<file path="config.mk">
export PLATFORM = sky130hd
export DESIGN_NAME = cpusb_ctrl
export DESIGN_NICKNAME = d
export VERILOG_FILES = /design/src/rtl/cpusb_pkg.sv /design/src/rtl/cpusb_hrst_timer.sv /design/src/rtl/cpusb_init_gen.sv /design/src/rtl/cpusb_fpu_err.sv /design/src/rtl/cpusb_ctrl.sv
export SDC_FILE = /design/constraint.sdc
export NUM_CORES = 1
export LEC_CHECK = 0
export ABC_AREA = 1
export CAP_MARGIN = 30
export CORE_ASPECT_RATIO = 1.5
export CORE_MARGIN = 2
export CORE_UTILIZATION = 30
export CTS_CLUSTER_DIAMETER = 30
export DETAILED_ROUTE_END_ITERATION = 10
export DONT_BUFFER_PORTS = 1
export HOLD_SLACK_MARGIN = 0.1
export SLEW_MARGIN = 5
export SYNTH_ARGS = -nofsm -noshare
export SYNTH_HDL_FRONTEND = slang
export SYNTH_SLANG_ARGS = --single-unit
</file>
<file path="constraint.sdc">
create_clock -name clk_i -period 2.05 [get_ports clk_i]
set_input_delay 0 -clock clk_i [delete_from_list [all_inputs] [get_ports clk_i]]
set_output_delay 0 -clock clk_i [all_outputs]
set_load 0.02 [all_outputs]
</file>
<file path="src/rtl/cpusb_pkg.sv">
package cpusb_pkg;

  // bit positions inside the 2-bit write data buses
  localparam int RC_SYSSEL_BIT = 0;
  localparam int RC_CPURST_BIT = 1;
  localparam int P92_INIT_BIT  = 0;
  localparam int P92_A20_BIT   = 1;

  typedef struct packed {
    logic kbd;
    logic shutdown;
    logic rc_soft;
    logic p92;
  } init_src_t;

  function automatic logic rise_f(logic now_v, logic prev_v);
    return now_v & ~prev_v;
  endfunction

  function automatic logic any_src_f(init_src_t s);
    return |s;
  endfunction

  function automatic logic a20_mask_f(logic gate, logic fast);
    return ~(gate | fast);
  endfunction

  function automatic logic polar_f(logic act, logic low_sel);
    return act ^ low_sel;
  endfunction

endpackage

</file>
<file path="src/rtl/cpusb_hrst_timer.sv">
module cpusb_hrst_timer #(
  parameter int CYCLES = 66000
) (
  input  logic clk_i,
  input  logic pwrgood_i,
  input  logic load_i,
  output logic active_o
);
  localparam int W = $clog2(CYCLES + 1);

  logic [W-1:0] cnt_q;

  always_ff @(posedge clk_i or negedge pwrgood_i) begin
    if (!pwrgood_i)          cnt_q <= W'(CYCLES);
    else if (load_i)         cnt_q <= W'(CYCLES);
    else if (cnt_q != '0)    cnt_q <= cnt_q - 1'b1;
  end

  assign active_o = (cnt_q != '0);
endmodule

</file>
<file path="src/rtl/cpusb_init_gen.sv">
module cpusb_init_gen
  import cpusb_pkg::*;
#(
  parameter int CYCLES = 64
) (
  input  logic      clk_i,
  input  logic      pwrgood_i,
  input  logic      hold_i,
  input  init_src_t src_i,
  output logic      trig_o,
  output logic      active_o
);
  localparam int W = $clog2(CYCLES + 1);

  logic [W-1:0] cnt_q;

  assign trig_o   = any_src_f(src_i) & ~hold_i;
  assign active_o = (cnt_q != '0);

  always_ff @(posedge clk_i or negedge pwrgood_i) begin
    if (!pwrgood_i)      cnt_q <= '0;
    else if (hold_i)     cnt_q <= '0;
    else if (active_o)   cnt_q <= cnt_q - 1'b1;
    else if (trig_o)     cnt_q <= W'(CYCLES);
  end
endmodule

</file>
<file path="src/rtl/cpusb_fpu_err.sv">
module cpusb_fpu_err (
  input  logic clk_i,
  input  logic pwrgood_i,
  input  logic clr_i,
  input  logic err_i,
  input  logic en_i,
  input  logic we_i,
  output logic set_o,
  output logic ignne_o,
  output logic irq13_o
);
  logic ign_q;
  logic irq_q;

  assign set_o = en_i & we_i & err_i;

  always_ff @(posedge clk_i or negedge pwrgood_i) begin
    if (!pwrgood_i) begin
      ign_q <= 1'b0;
      irq_q <= 1'b0;
    end else begin
      irq_q <= err_i;
      if (clr_i) ign_q <= 1'b0;
      else       ign_q <= err_i & (ign_q | set_o);
    end
  end

  assign ignne_o = ign_q;
  assign irq13_o = irq_q;
endmodule

</file>
<file path="src/rtl/cpusb_ctrl.sv">
module cpusb_ctrl
  import cpusb_pkg::*;
#(
  parameter int HRST_CYCLES = 66000,
  parameter int INIT_CYCLES = 64
) (
  input  logic       clk_i,
  input  logic       pwrgood_i,
  input  logic       kbd_rst_req_i,
  input  logic       shutdown_i,
  input  logic       rstctl_we_i,
  input  logic [1:0] rstctl_wdata_i,
  input  logic       port92_we_i,
  input  logic [1:0] port92_wdata_i,
  input  logic       fpuerr_we_i,
  input  logic       a20_gate_i,
  input  logic       fpu_err_i,
  input  logic       err_rpt_en_i,
  input  logic       cpu_low_sel_i,
  output logic       cpu_hrst_o,
  output logic       cpu_init_o,
  output logic       a20_mask_o,
  output logic       ignne_o,
  output logic       irq13_o,
  output logic       regs_clr_o
);
  localparam int NUM_POL = 2;

  // named internal events
  logic      hrst_act;
  logic      init_act;
  logic      init_trig;
  logic      kbd_rise;
  logic      rc_rise;
  logic      hard_req;
  logic      soft_req;
  logic      p92_req;
  logic      ign_set;
  init_src_t srcs;

  logic       kbd_q;
  logic       cpurst_q;
  logic [1:0] p92_q;

  assign kbd_rise = rise_f(kbd_rst_req_i, kbd_q);
  assign rc_rise  = rstctl_we_i & ~hrst_act
                  & rise_f(rstctl_wdata_i[RC_CPURST_BIT], cpurst_q);
  assign hard_req = rc_rise &  rstctl_wdata_i[RC_SYSSEL_BIT];
  assign soft_req = rc_rise & ~rstctl_wdata_i[RC_SYSSEL_BIT];
  assign p92_req  = port92_we_i & ~hrst_act
                  & rise_f(port92_wdata_i[P92_INIT_BIT], p92_q[P92_INIT_BIT]);

  assign srcs.kbd      = kbd_rise;
  assign srcs.shutdown = shutdown_i;
  assign srcs.rc_soft  = soft_req;
  assign srcs.p92      = p92_req;

  always_ff @(posedge clk_i or negedge pwrgood_i) begin
    if (!pwrgood_i) begin
      kbd_q    <= 1'b0;
      cpurst_q <= 1'b0;
      p92_q    <= '0;
    end else begin
      kbd_q <= kbd_rst_req_i;
      if (hrst_act) begin
        cpurst_q <= 1'b0;
        p92_q    <= '0;
      end else begin
        if (rstctl_we_i) cpurst_q <= rstctl_wdata_i[RC_CPURST_BIT];
        if (port92_we_i) p92_q    <= port92_wdata_i;
      end
    end
  end

  cpusb_hrst_timer #(.CYCLES(HRST_CYCLES)) u_hrst (
    .clk_i     (clk_i),
    .pwrgood_i (pwrgood_i),
    .load_i    (hard_req),
    .active_o  (hrst_act)
  );

  cpusb_init_gen #(.CYCLES(INIT_CYCLES)) u_init (
    .clk_i     (clk_i),
    .pwrgood_i (pwrgood_i),
    .hold_i    (hrst_act | hard_req),
    .src_i     (srcs),
    .trig_o    (init_trig),
    .active_o  (init_act)
  );

  cpusb_fpu_err u_ferr (
    .clk_i     (clk_i),
    .pwrgood_i (pwrgood_i),
    .clr_i     (hrst_act),
    .err_i     (fpu_err_i),
    .en_i      (err_rpt_en_i),
    .we_i      (fpuerr_we_i),
    .set_o     (ign_set),
    .ignne_o   (ignne_o),
    .irq13_o   (irq13_o)
  );

  // strap-selected output level, one lane per processor control line
  logic [NUM_POL-1:0] act_vec;
  logic [NUM_POL-1:0] pin_vec;
  assign act_vec = {init_act, hrst_act};

  for (genvar g = 0; g < NUM_POL; g++) begin : g_pol
    assign pin_vec[g] = polar_f(act_vec[g], cpu_low_sel_i);
  end

  assign cpu_hrst_o = pin_vec[0];
  assign cpu_init_o = pin_vec[1];
  assign a20_mask_o = a20_mask_f(a20_gate_i, p92_q[P92_A20_BIT]);
  assign regs_clr_o = hrst_act;
endmodule

</file>
**Word-level counts from Yosys, hierarchy flattened**

Cells that the tools add are included.

- Bits in latches: 0
- Memories kept: 0
- Memory bits (writable): 0
- Logic and storage cells: 51
- ROM bits: 0
- Output and inout bits: 6
- Flip-flop bits (word level): 30
- Input port bits: 15

- Bitwise gates (word level): 25
- Add/sub/neg operators: 2
- Reduce and logical (&&, ||, !) cells: 7
- Multiplexer cells: 10
- $mul: 0
- Order comparisons: 0
- Equal/unequal tests: 0
- Divide/modulo/power cells: 0
- Shift operators: 0

Operators by type and width:

| cell | number |
|---|---|
| 2-to-1 mux 17 bit | 2 |
| 2-to-1 mux 7 bit | 3 |
| nonzero test 17 bit | 1 |
| subtractor 17 x 1 -> 17 bit (second input constant) | 1 |
| AND 1 bit | 13 |
| NOT 1 bit | 7 |
| nonzero test 7 bit | 1 |
| subtractor 7 x 1 -> 7 bit (second input constant) | 1 |
| nonzero test 2 bit | 3 |
| 2-to-1 mux 2 bit | 2 |
| OR reduction 4 bit | 1 |
| 2-to-1 mux 1 bit | 3 |
| OR 1 bit | 3 |
| nonzero test 3 bit | 1 |
| bitwise XOR 1 bit | 2 |

**Logic depth before layout (Yosys ltp)**

Gate-level depths: netlist of run 1.

- Depth in word-level cells: 11
- Gate-level depth with buffers: 13
- Mapped depth without buffers: 12

**Modules after synthesis**

From an unflattened synthesis of run 1, not the netlist that was laid out.

- Cells, all modules: 241
- Area total of the unflattened synthesis: 1818.0 um^2

By module, submodules not included:

| module | area an instance (um^2) | times used | cells an instance |
|---|---|---|---|
| cpusb_hrst_timer | 1078.5 | 1 | 149 |
| cpusb_init_gen | 441.7 | 1 | 55 |
| cpusb_ctrl | 214.0 | 1 | 29 |
| cpusb_fpu_err | 83.8 | 1 | 8 |

**Least setup slack after synthesis of run 1**

OpenSTA, ideal clock, no wires.

- Path type: reg-to-reg
- Start point: register u_hrst.cnt_q[0]
- End point: register u_hrst.cnt_q[14]
- Data required time: 1.925 ns
- Setup slack: 0.519 ns
- Cell stages (with the launch flop): 12
- Arrival time: 1.405 ns
- Path through: dfrtp_1 -> inv_1 -> ha_1 -> inv_1 -> nor2_1 -> nand2_1 -> nor2_2 -> nand2_4 -> buf_6 -> nand3_1 -> nor2_1 -> xor2_1

- Longest elaborated chain between the ends: 6
- Elaborated cells on any way between the ends: 9

Ends and longest elaborated chain:

| what | line | RTL |
|---|---|---|
| from (decl) | cpusb_hrst_timer.sv:11 | `logic [W-1:0] cnt_q;` |
| from (signal assigned) | cpusb_hrst_timer.sv:14 | `if (!pwrgood_i) cnt_q <= W'(CYCLES);` |
| from (signal assigned) | cpusb_hrst_timer.sv:15 | `else if (load_i) cnt_q <= W'(CYCLES);` |
| from (signal assigned) | cpusb_hrst_timer.sv:16 | `else if (cnt_q != '0) cnt_q <= cnt_q - 1'b1;` |
| nonzero test 17 bit * | cpusb_hrst_timer.sv:19 | `assign active_o = (cnt_q != '0);` |
| via regs_clr_o | cpusb_ctrl.sv:25 | `output logic regs_clr_o` |
| NOT 1 bit | cpusb_ctrl.sv:46 | `assign rc_rise = rstctl_we_i & ~hrst_act` |
| AND 1 bit | cpusb_ctrl.sv:46 |  |
| AND 1 bit | cpusb_ctrl.sv:47 | `& rise_f(rstctl_wdata_i[RC_CPURST_BIT], cpurst_q);` |
| AND 1 bit | cpusb_ctrl.sv:48 | `assign hard_req = rc_rise & rstctl_wdata_i[RC_SYSSEL_BIT];` |
| 2-to-1 mux 17 bit or nonzero test 2 bit (tied branches) | -- |  |

Mark *: on every way through the listed nets, which the timed path passes. The rest lies on a longest branch. The select of a mux whose other input is x is not followed.
A chain may end at the register's enable or synchronous reset.

**Final worst setup path of run 1**

- Start point: register u_hrst.cnt_q[0]
- End point: register cpurst_q

- Longest elaborated chain between the ends: 2
- Elaborated cells on any way between the ends: 3

Ends and longest elaborated chain:

| what | line | RTL |
|---|---|---|
| nonzero test 17 bit * | cpusb_hrst_timer.sv:19 |  |
| via regs_clr_o | cpusb_ctrl.sv:25 |  |
| 2-to-1 mux 1 bit or nonzero test 2 bit (tied branches) | -- |  |
| to (signal assigned) | cpusb_ctrl.sv:69 | `if (rstctl_we_i) cpurst_q <= rstctl_wdata_i[RC_CPURST_BIT];` |
| to (decl) | cpusb_ctrl.sv:42 | `logic cpurst_q;` |

Mark *: on every way through the listed nets, which the timed path passes. The rest lies on a longest branch.

==> flow_summary.yaml, run 1 <==
final_layout:
  areaGrowthSynthToFinish_pct: 21.0
  fin_nets: 218
  multi_input_area_um2: 692
  seq_area_um2: 757
  fillCellCount: 527
  drive_above_1_share_pct: 16.4
  antennaDiodeCount: 0
  final_util_pct: 37.0
yosys:
  synth_cells: 179
  synth_top_area_share_pct: 40.3
  synthAdderAreaFrac_pct: 2.42
  synthMuxAreaShare_pct: 0
  avgSynthCellArea_um2: 8.68
  synth_top_family_by_area: "simple AND/OR/NAND/NOR gates"
  synthDistinctLibCells: 28
  synth-seq-cells: 30
  synth-xor-area-share_pct: 8.45
  yosys.area.top_type: "dfrtp_1"
  yosysWarningCount: 0
  async_reset_ff_share_pct: 100
  synthTopCellsByCount: "inv_1, nand2_1, dfrtp_1, nor2_1, nand3_1"
  syn_nets: 197
  synth_edf_count: 0
  yosys-top-cells-area: "dfrtp_1, dfstp_2, inv_1, nand2_1, nor2_1"
  yosys_most_used_dff: "dfrtp_1"
  synthSimpleGateAreaFrac_pct: 26.2
  ys_seq_area_share_pct: 48.7
  synth_compound_area_share_pct: 6.76
  synth_area_um2: 1550
sta:
  finalSetupTns_ps: 0
  fin_crit_sh_pct: 92.4
  fin_crit_ps: 1890
  finalHoldViolCount: 0
  skew_ps: 3.57
  rsz0062_at_grt: "no"
  relSlewSlack_pct: 71.0
  max_clock_freq_mhz: 528
  setup_viol: 0
  worst_slew_pin_slew_ps: 433
  finalMaxSlewViolations: 0
drt:
  via_count: 1181
  first_pass_iters: 6
  vias_per_cell: 4.39
  antenna_left: 0
  routed_wirelength_mm: 3.04
  drt_iter0_markers: 49
  wl_per_cell_um: 11.3
  drc: 0
clock_network:
  cts_sinks: 30
  htree_levels: 2
  path_clk_slew_ps: 60
  cts_buffers: 5
  clock_path_buffers: 2
  tritoncts: "built"
  clk_latency_ps: 270
  cts-root-buf: "clkbuf_8"
worst_setup_path:
  reg2reg_slack_ps: 160
  cp_cell_sequence: "inv_1 > ha_1 > inv_1 > nor2_1 > nand2_1 > nor2_4 > nand2_4 > a21oi_1 > dlygate4sd3_1"
  cpPeakStageDelay_ps: 550
  path_buf_inv: 3
  start_kind: "register"
  cpMaxStageDelayCell: "dlygate4sd3_1"
  regToRegStartpoint: "u_hrst.cnt_q[0]$_DFFE_PN0N_"
  crit_type: "register to register"
  cp_max_fo: 8
  crit_required_ps: 2260
  worst-endpoint-arrival_ps: 2100
  crit_top_cell: "inv_1"
  crit_start: "u_hrst.cnt_q[0]$_DFFE_PN0N_"
  setup.worst_path.end_class: "register"
  crit_family: "buffers and inverters"
grt:
  grt-ovfl-total: 0
  grt_max_degree: 31
  grt_pass1_wl_mm: 5.36
  grt_pass1_vias: 1243
  gr-usage-all-layers_pct: 11.8
  antenna_found_initial: 0
placement:
  gp_congestion: 0.778
  hpwl_mm: 2.19
  port_buffers: 0
outcome:
  status: "completed"
pwr:
  ir_worst_vdd_v: 0.000217
  power_density_nw_per_um2: 599
  cellLeakagePower_nw: 0.947
die:
  core_um2: 5080
  die_width_um: 62.8
  initial_core_util_pct: 30.6
  die_h_um: 92.1
  dieArea_um2: 5780
  ios: 21
  rows: 32
run:
  maxCapViolations: 0
hold_path:
  min_path_type: "input pin to async pin"
state kept, by name, indices dropped and copies added (netlist names):
name and count:
u_hrst.cnt_q 17, u_init.cnt_q 7, u_ferr.ignne_o 1, p92_q 2
kbd_q 1, u_ferr.irq13_o 1, cpurst_q 1
cell families (layout without fill, tap and decap cells):
group	Yosys count	in the layout
simple gates	85	86
fa+ha+maj	3	3
buf+inv	29	50
xor+xnor	15	15
flops	30	30
compound gates	17	17
final timing paths:
path                                                end  depth (start not counted)
max                                cpurst_q$_DFFE_PN0P_                          9
max reg2reg                        cpurst_q$_DFFE_PN0P_                          9
min reg2reg                u_hrst.cnt_q[15]$_DFFE_PN0N_                          1
min in group clk_i          u_hrst.cnt_q[7]$_DFFE_PN1N_                          4
max in group asynchronous   u_hrst.cnt_q[8]$_DFFE_PN1N_                          2
min                                p92_q[0]$_DFFE_PN0P_                          2
worst reg2reg max path, delay by kind of cell, from the launching register on:
kind | cells | cell delay [ps]
buffers and inverters | 3 | 690
adders and majority gates | 1 | 150
DFF | 1 | 380
AOI/OAI and AO/OA | 1 | 140
and+or+nand+nor | 4 | 460
timing repair:
action	CTS	global route
endpoints found under the hold margin	50	0
setup endpoints to repair	0	1
hold buffers	14	0
buffers inserted	0	0
resized for setup	0	1
report_power, final:
part / leakage [nW] / internal [mW] / switching [mW]
Combinational: 0.511 / 0.0232 / 0.0282
Sequential: 0.388 / 0.595 / 0.00199
Clock: 0.0482 / 0.270 / 0.209
Total: 0.947 / 0.888 / 0.239
metrics by stage:
step / instances / power (mW) / cell area [µm²] / hold WS (ps) / setup WS (ps)
2_1_floorplan: 179 / 0.620 / 1550 / -296 / 519
3_3_place_gp: 246 / 0.622 / 1630 / -295 / 353
3_5_place_dp: 246 / 0.622 / 1630 / -295 / 246
4_1_cts: 268 / 1.15 / 1870 / 158 / 116
5_1_grt: 269 / 1.18 / 1880 / 183 / 48.1
6_report: 269 / 1.13 / 1880 / 162 / 157
cell usage in the layout, fill, tap and decap left out:
cell type,count
inv_1,27
nand2_1,27
dfrtp_1,25
nor2_1,24
nand3_1,13
dlygate4sd3_1,13
xor2_1,9
a21oi_1,8
nor2_2,7
xnor2_1,6
clkbuf_8,6
nand2_2,5
dfstp_2,5
o21ai_0,3
ha_1,3
nor2_4,2
or2_1,2
o21bai_1,2
nand2_4,1
nand4_1,1
nor3b_1,1
inv_2,1
a21oi_4,1
nand3_2,1
nor3_2,1
o21ai_1,1
o22ai_1,1
or2_2,1
o31ai_1,1
clkinv_2,1
clkbuf_1,1
buf_12,1
layout make-up:
| cell class | count | share of cell area [%] |
|---|---|---|
| sequential | 30 | 40.3 |
| clock buffer | 7 | 4.59 |
| tap | 68 | 4.52 |
| clock inverter | 1 | 0.266 |
| multi-input combinational | 121 | 36.8 |
| inverter | 28 | 5.59 |
| timing repair buffer | 14 | 7.98 |
per-layer routing:
metal,routed length (µm),vias to the layer above,global-route usage [%]
met3,102,10,2.82
li1,-,594,-
met2,1630,29,22.0
met1,1210,548,11.6
met5,0,-,0
met4,104,0,7.22
(Power assumes the default switching activity.)
==> run 2, diff against run 1 <==
- CORE_UTILIZATION: 30 -> 35
==> flow_summary.yaml, run 2 (synthesized netlist as in run 1, its figures left out) <==
outcome:
  status: "completed"
hold_path:
  min_path_type: "input pin to async pin"
sta:
  worst_slew_pin_slew_ps: 435
  setup_viol: 0
  finalMaxSlewViolations: 0
  finalSetupTns_ps: 0
  fin_crit_sh_pct: 93.1
  fin_crit_ps: 1910
  hold_ws_ps: 161
  worst_slack_ps: 141
  finalHoldViolCount: 0
  relSlewSlack_pct: 70.9
  skew_ps: 3.52
  max_clock_freq_mhz: 524
  rsz0062_at_grt: "no"
pwr:
  power_density_nw_per_um2: 644
  total_power_mw: 1.21
  cellLeakagePower_nw: 0.956
  ir_worst_vdd_v: 0.000662
clock_network:
  cts-root-buf: "clkbuf_8"
  cts_buffers: 5
  postCtsSetupBuffers: 0
  clk_latency_ps: 280
  htree_levels: 2
  path_clk_slew_ps: 60
  tritoncts: "built"
  cts_sinks: 30
  clock_path_buffers: 2
grt:
  grt-ovfl-total: 0
  antenna_found_initial: 0
  gr-usage-all-layers_pct: 13.1
  grt_pass1_wl_mm: 5.00
  grt_pass1_vias: 1219
  grt_max_degree: 31
final_layout:
  instances_no_fill: 247
  areaGrowthSynthToFinish_pct: 20.5
  layout_common_cells: "inv_1, nand2_1, dfrtp_1, nor2_1"
  antennaDiodeCount: 0
  fillCellCount: 410
  largest_register: "u_hrst.cnt_q"
  top_regs: "u_hrst.cnt_q x17, u_init.cnt_q x7, p92_q x2"
  drive_above_1_share_pct: 16.9
  largest_reg_flops: 17
  fin_nets: 218
placement:
  post-place-cells: 224
  pre_cts_ws_ps: 281
  gp_congestion: 0.746
  hpwl_mm: 2.00
  port_buffers: 0
drt:
  antenna_left: 0
  wl_met1_mm: 1.22
  wl_met2_mm: 1.49
  wl_per_cell_um: 11.8
  routed_wirelength_mm: 2.90
  drc: 0
  drt_iter0_markers: 33
  top_layer_used: "met4"
  first_pass_iters: 4
  vias_per_cell: 4.79
  route.met3.wl_um: 96
  via_count: 1182
die:
  initial_core_util_pct: 36.6
  die_width_um: 58.4
  dieArea_um2: 5000
  core_um2: 4250
  ios: 21
  die_h_um: 85.6
  rows: 29
worst_setup_path:
  crit_start: "u_hrst.cnt_q[0]$_DFFE_PN0N_"
  regToRegStartpoint: "u_hrst.cnt_q[0]$_DFFE_PN0N_"
  start_kind: "register"
  crit_type: "register to register"
  setup.worst_path.end_class: "register"
  reg2reg_slack_ps: 140
  crit_required_ps: 2270
  worst-endpoint-arrival_ps: 2130
  cp_max_fo: 8
run:
  maxCapViolations: 0
[run 2: cell count changes in the layout (fill, tap and decap cells not counted), sizes merged]
| cell | change |
|---|---|
| clkbuf | +1 |
| clkinv | -1 |
[run 2: where the power goes]
group	switching [mW]	internal, mW
sequential	0.00201	0.595
clock	0.219	0.338
combinational	0.0283	0.0231
[run 2: what timing repair did]
item | in CTS | in global routing
hold endpoints to repair | 51 | 0
endpoints found under the setup margin | 0 | 1
gates resized for setup | 0 | 1
hold buffers | 14 | 0
[run 2: worst paths after layout]
kind                            depth (start not counted)                     endpoint
worst min register to register                          1  u_init.cnt_q[0]$_DFFE_PN0P_
max in group asynchronous                               2  u_hrst.cnt_q[7]$_DFFE_PN1N_
worst max register to register                          9         cpurst_q$_DFFE_PN0P_
worst max-delay path                                    9         cpurst_q$_DFFE_PN0P_
worst min-delay path                                    2  u_init.cnt_q[1]$_DFFE_PN0P_
min in group clk_i                                      4  u_hrst.cnt_q[6]$_DFFE_PN1N_
[run 2: through the flow]
| step | util (%) | area [µm²] |
|---|---|---|
| 2_1_floorplan | - | 1550 |
| 3_3_place_gp | 37.7 | 1600 |
| 3_5_place_dp | 37.7 | 1600 |
| 4_1_cts | 43.8 | 1860 |
| 5_1_grt | 44.1 | 1870 |
| 6_report | 44.1 | 1870 |
[run 2: cell type report]
class | count | area [µm²] | area share, %
clock buffer | 8 | 110 | 5.88
inverter | 28 | 105 | 5.61
multi-input combinational | 121 | 692 | 37.0
sequential | 30 | 757 | 40.4
tap | 46 | 57.6 | 3.07
timing repair buffer | 14 | 150 | 8.02
[run 2: routing by layer]
layer | vias up | global-route usage (%)
met4 | 0 | 8.25
met5 | - | 0
li1 | 594 | -
met1 | 561 | 15.0
met3 | 7 | 2.87
met2 | 20 | 21.7
[run 2: worst max-delay path: stages (launching register included)]
cell	delay, ps
dfrtp_1	390
inv_1	100
ha_1	150
inv_1	40
nor2_1	80
nand2_1	90
nor2_4	140
nand2_4	150
a21oi_1	150
dlygate4sd3_1	560
==> run 3, diff against run 2 <==
- REMOVE_ABC_BUFFERS: unset -> 1
==> flow_summary.yaml, run 3 (synthesized netlist as in run 1, its figures left out) <==
final_layout:
  layout_common_cells: "inv_1, nand2_1, dfrtp_1, nor2_1"
  largest_reg_flops: 17
  drive_above_1_share_pct: 16.4
  antennaDiodeCount: 0
  fin_nets: 218
  stdcell_area_um2: 1860
  instances_no_fill: 247
  areaGrowthSynthToFinish_pct: 19.8
  largest_register: "u_hrst.cnt_q"
  top_regs: "u_hrst.cnt_q x17, u_init.cnt_q x7, p92_q x2"
sta:
  relSlewSlack_pct: 70.0
  finalMaxSlewViolations: 0
  skew_ps: 5.14
  finalHoldViolCount: 0
  worst_slack_ps: 157
  fin_crit_ps: 1890
  max_clock_freq_mhz: 528
  setup_viol: 0
  worst_slew_pin_slew_ps: 449
  fin_crit_sh_pct: 92.4
placement:
  gp_congestion: 0.787
  port_buffers: 0
  placed_cell_area_um2: 1600
  post-place-cells: 224
  pre_cts_ws_ps: 293
  hpwl_mm: 2.16
clock_network:
  clk_latency_ps: 280
  cts-root-buf: "clkbuf_8"
  cts_sinks: 30
  postCtsSetupBuffers: 0
  htree_levels: 2
  tritoncts: "built"
  clock_path_buffers: 2
  path_clk_slew_ps: 60
  cts_buffers: 5
drt:
  drc: 0
  vias_per_cell: 4.68
  via_count: 1157
  drt_iter0_markers: 19
  routed_wirelength_mm: 3.05
  wl_per_cell_um: 12.4
  first_pass_iters: 2
  antenna_left: 0
grt:
  grt_max_degree: 31
  grt_pass1_vias: 1220
  grt_pass1_wl_mm: 5.27
  grt-ovfl-total: 0
  antenna_found_initial: 0
  gr-usage-all-layers_pct: 14.0
die:
  initial_core_util_pct: 36.6
  ios: 21
  core_um2: 4250
  die_h_um: 85.6
  dieArea_um2: 5000
  rows: 29
  die_width_um: 58.4
run:
  maxCapViolations: 0
pwr:
  ir_worst_vdd_v: 0.000523
  cellLeakagePower_nw: 0.930
  power_density_nw_per_um2: 609
worst_setup_path:
  crit_required_ps: 2270
  regToRegStartpoint: "u_hrst.cnt_q[0]$_DFFE_PN0N_"
  crit_start: "u_hrst.cnt_q[0]$_DFFE_PN0N_"
  start_kind: "register"
  setup.worst_path.end_class: "register"
  crit_type: "register to register"
  cp_max_fo: 8
  worst-endpoint-arrival_ps: 2120
outcome:
  status: "completed"
hold_path:
  min_path_type: "input pin to async pin"
-- run 3: metal layers --
layer | GRT usage, % | share of wire [%]
met1 | 15.8 | 43
met2 | 22.9 | 50
met4 | 8.25 | 2.8
met3 | 4.22 | 4.1
met5 | 0 | 0
-- run 3: final timing paths --
kind / end / slack [ps] / depth (start not counted)
max: cpurst_q$_DFFE_PN0P_ / 160 / 9
min: u_init.cnt_q[1]$_DFFE_PN0P_ / 180 / 2
max reg2reg: cpurst_q$_DFFE_PN0P_ / 160 / 9
min reg2reg: u_init.cnt_q[0]$_DFFE_PN0P_ / 470 / 1
max in group asynchronous: u_hrst.cnt_q[7]$_DFFE_PN1N_ / 1640 / 2
min in group clk_i: u_hrst.cnt_q[6]$_DFFE_PN1N_ / 180 / 4
-- run 3: worst max-delay path, cell delays in order, from the launching register on --
cell and delay, ps:
dfrtp_1 380, inv_1 100, ha_1 150, inv_1 40
nor2_1 80, nand2_1 90, nor2_4 180, nand2_8 120
a21oi_1 130, dlygate4sd3_1 560
-- run 3: report_power, final --
| group | switching, mW | total (mW) | internal [mW] |
|---|---|---|---|
| logic | 0.0292 | 0.0524 | 0.0231 |
| registers | 0.00190 | 0.597 | 0.595 |
| clock network | 0.215 | 0.485 | 0.270 |
-- run 3: timing repair --
action / 4_1_cts / 5_1_grt
hold endpoints to repair: 51 / 0
hold buffers: 14 / 0
gates resized for setup: 0 / 2
endpoints found under the setup margin: 0 / 1
-- run 3: final cells by class --
type	count	area, µm²
clock buffers	7	86.3
clock inverters	1	5.00
fillers	444	2380
inverters	28	105
multi-input cells	121	701
flip-flops and latches	30	757
well taps	46	57.6
repair buffers	14	150
-- run 3: stage by stage --
| stage | power, mW | setup TNS, ps | hold WS [ps] | utilization, % |
|---|---|---|---|---|
| floorplan | 0.620 | 0 | -296 | - |
| global placement | 0.623 | 0 | -294 | 37.7 |
| detailed placement | 0.623 | 0 | -295 | 37.7 |
| CTS | 1.16 | 0 | 182 | 43.4 |
| global route | 1.19 | -19.0 | 202 | 43.9 |
| finish | 1.13 | 0 | 176 | 43.9 |
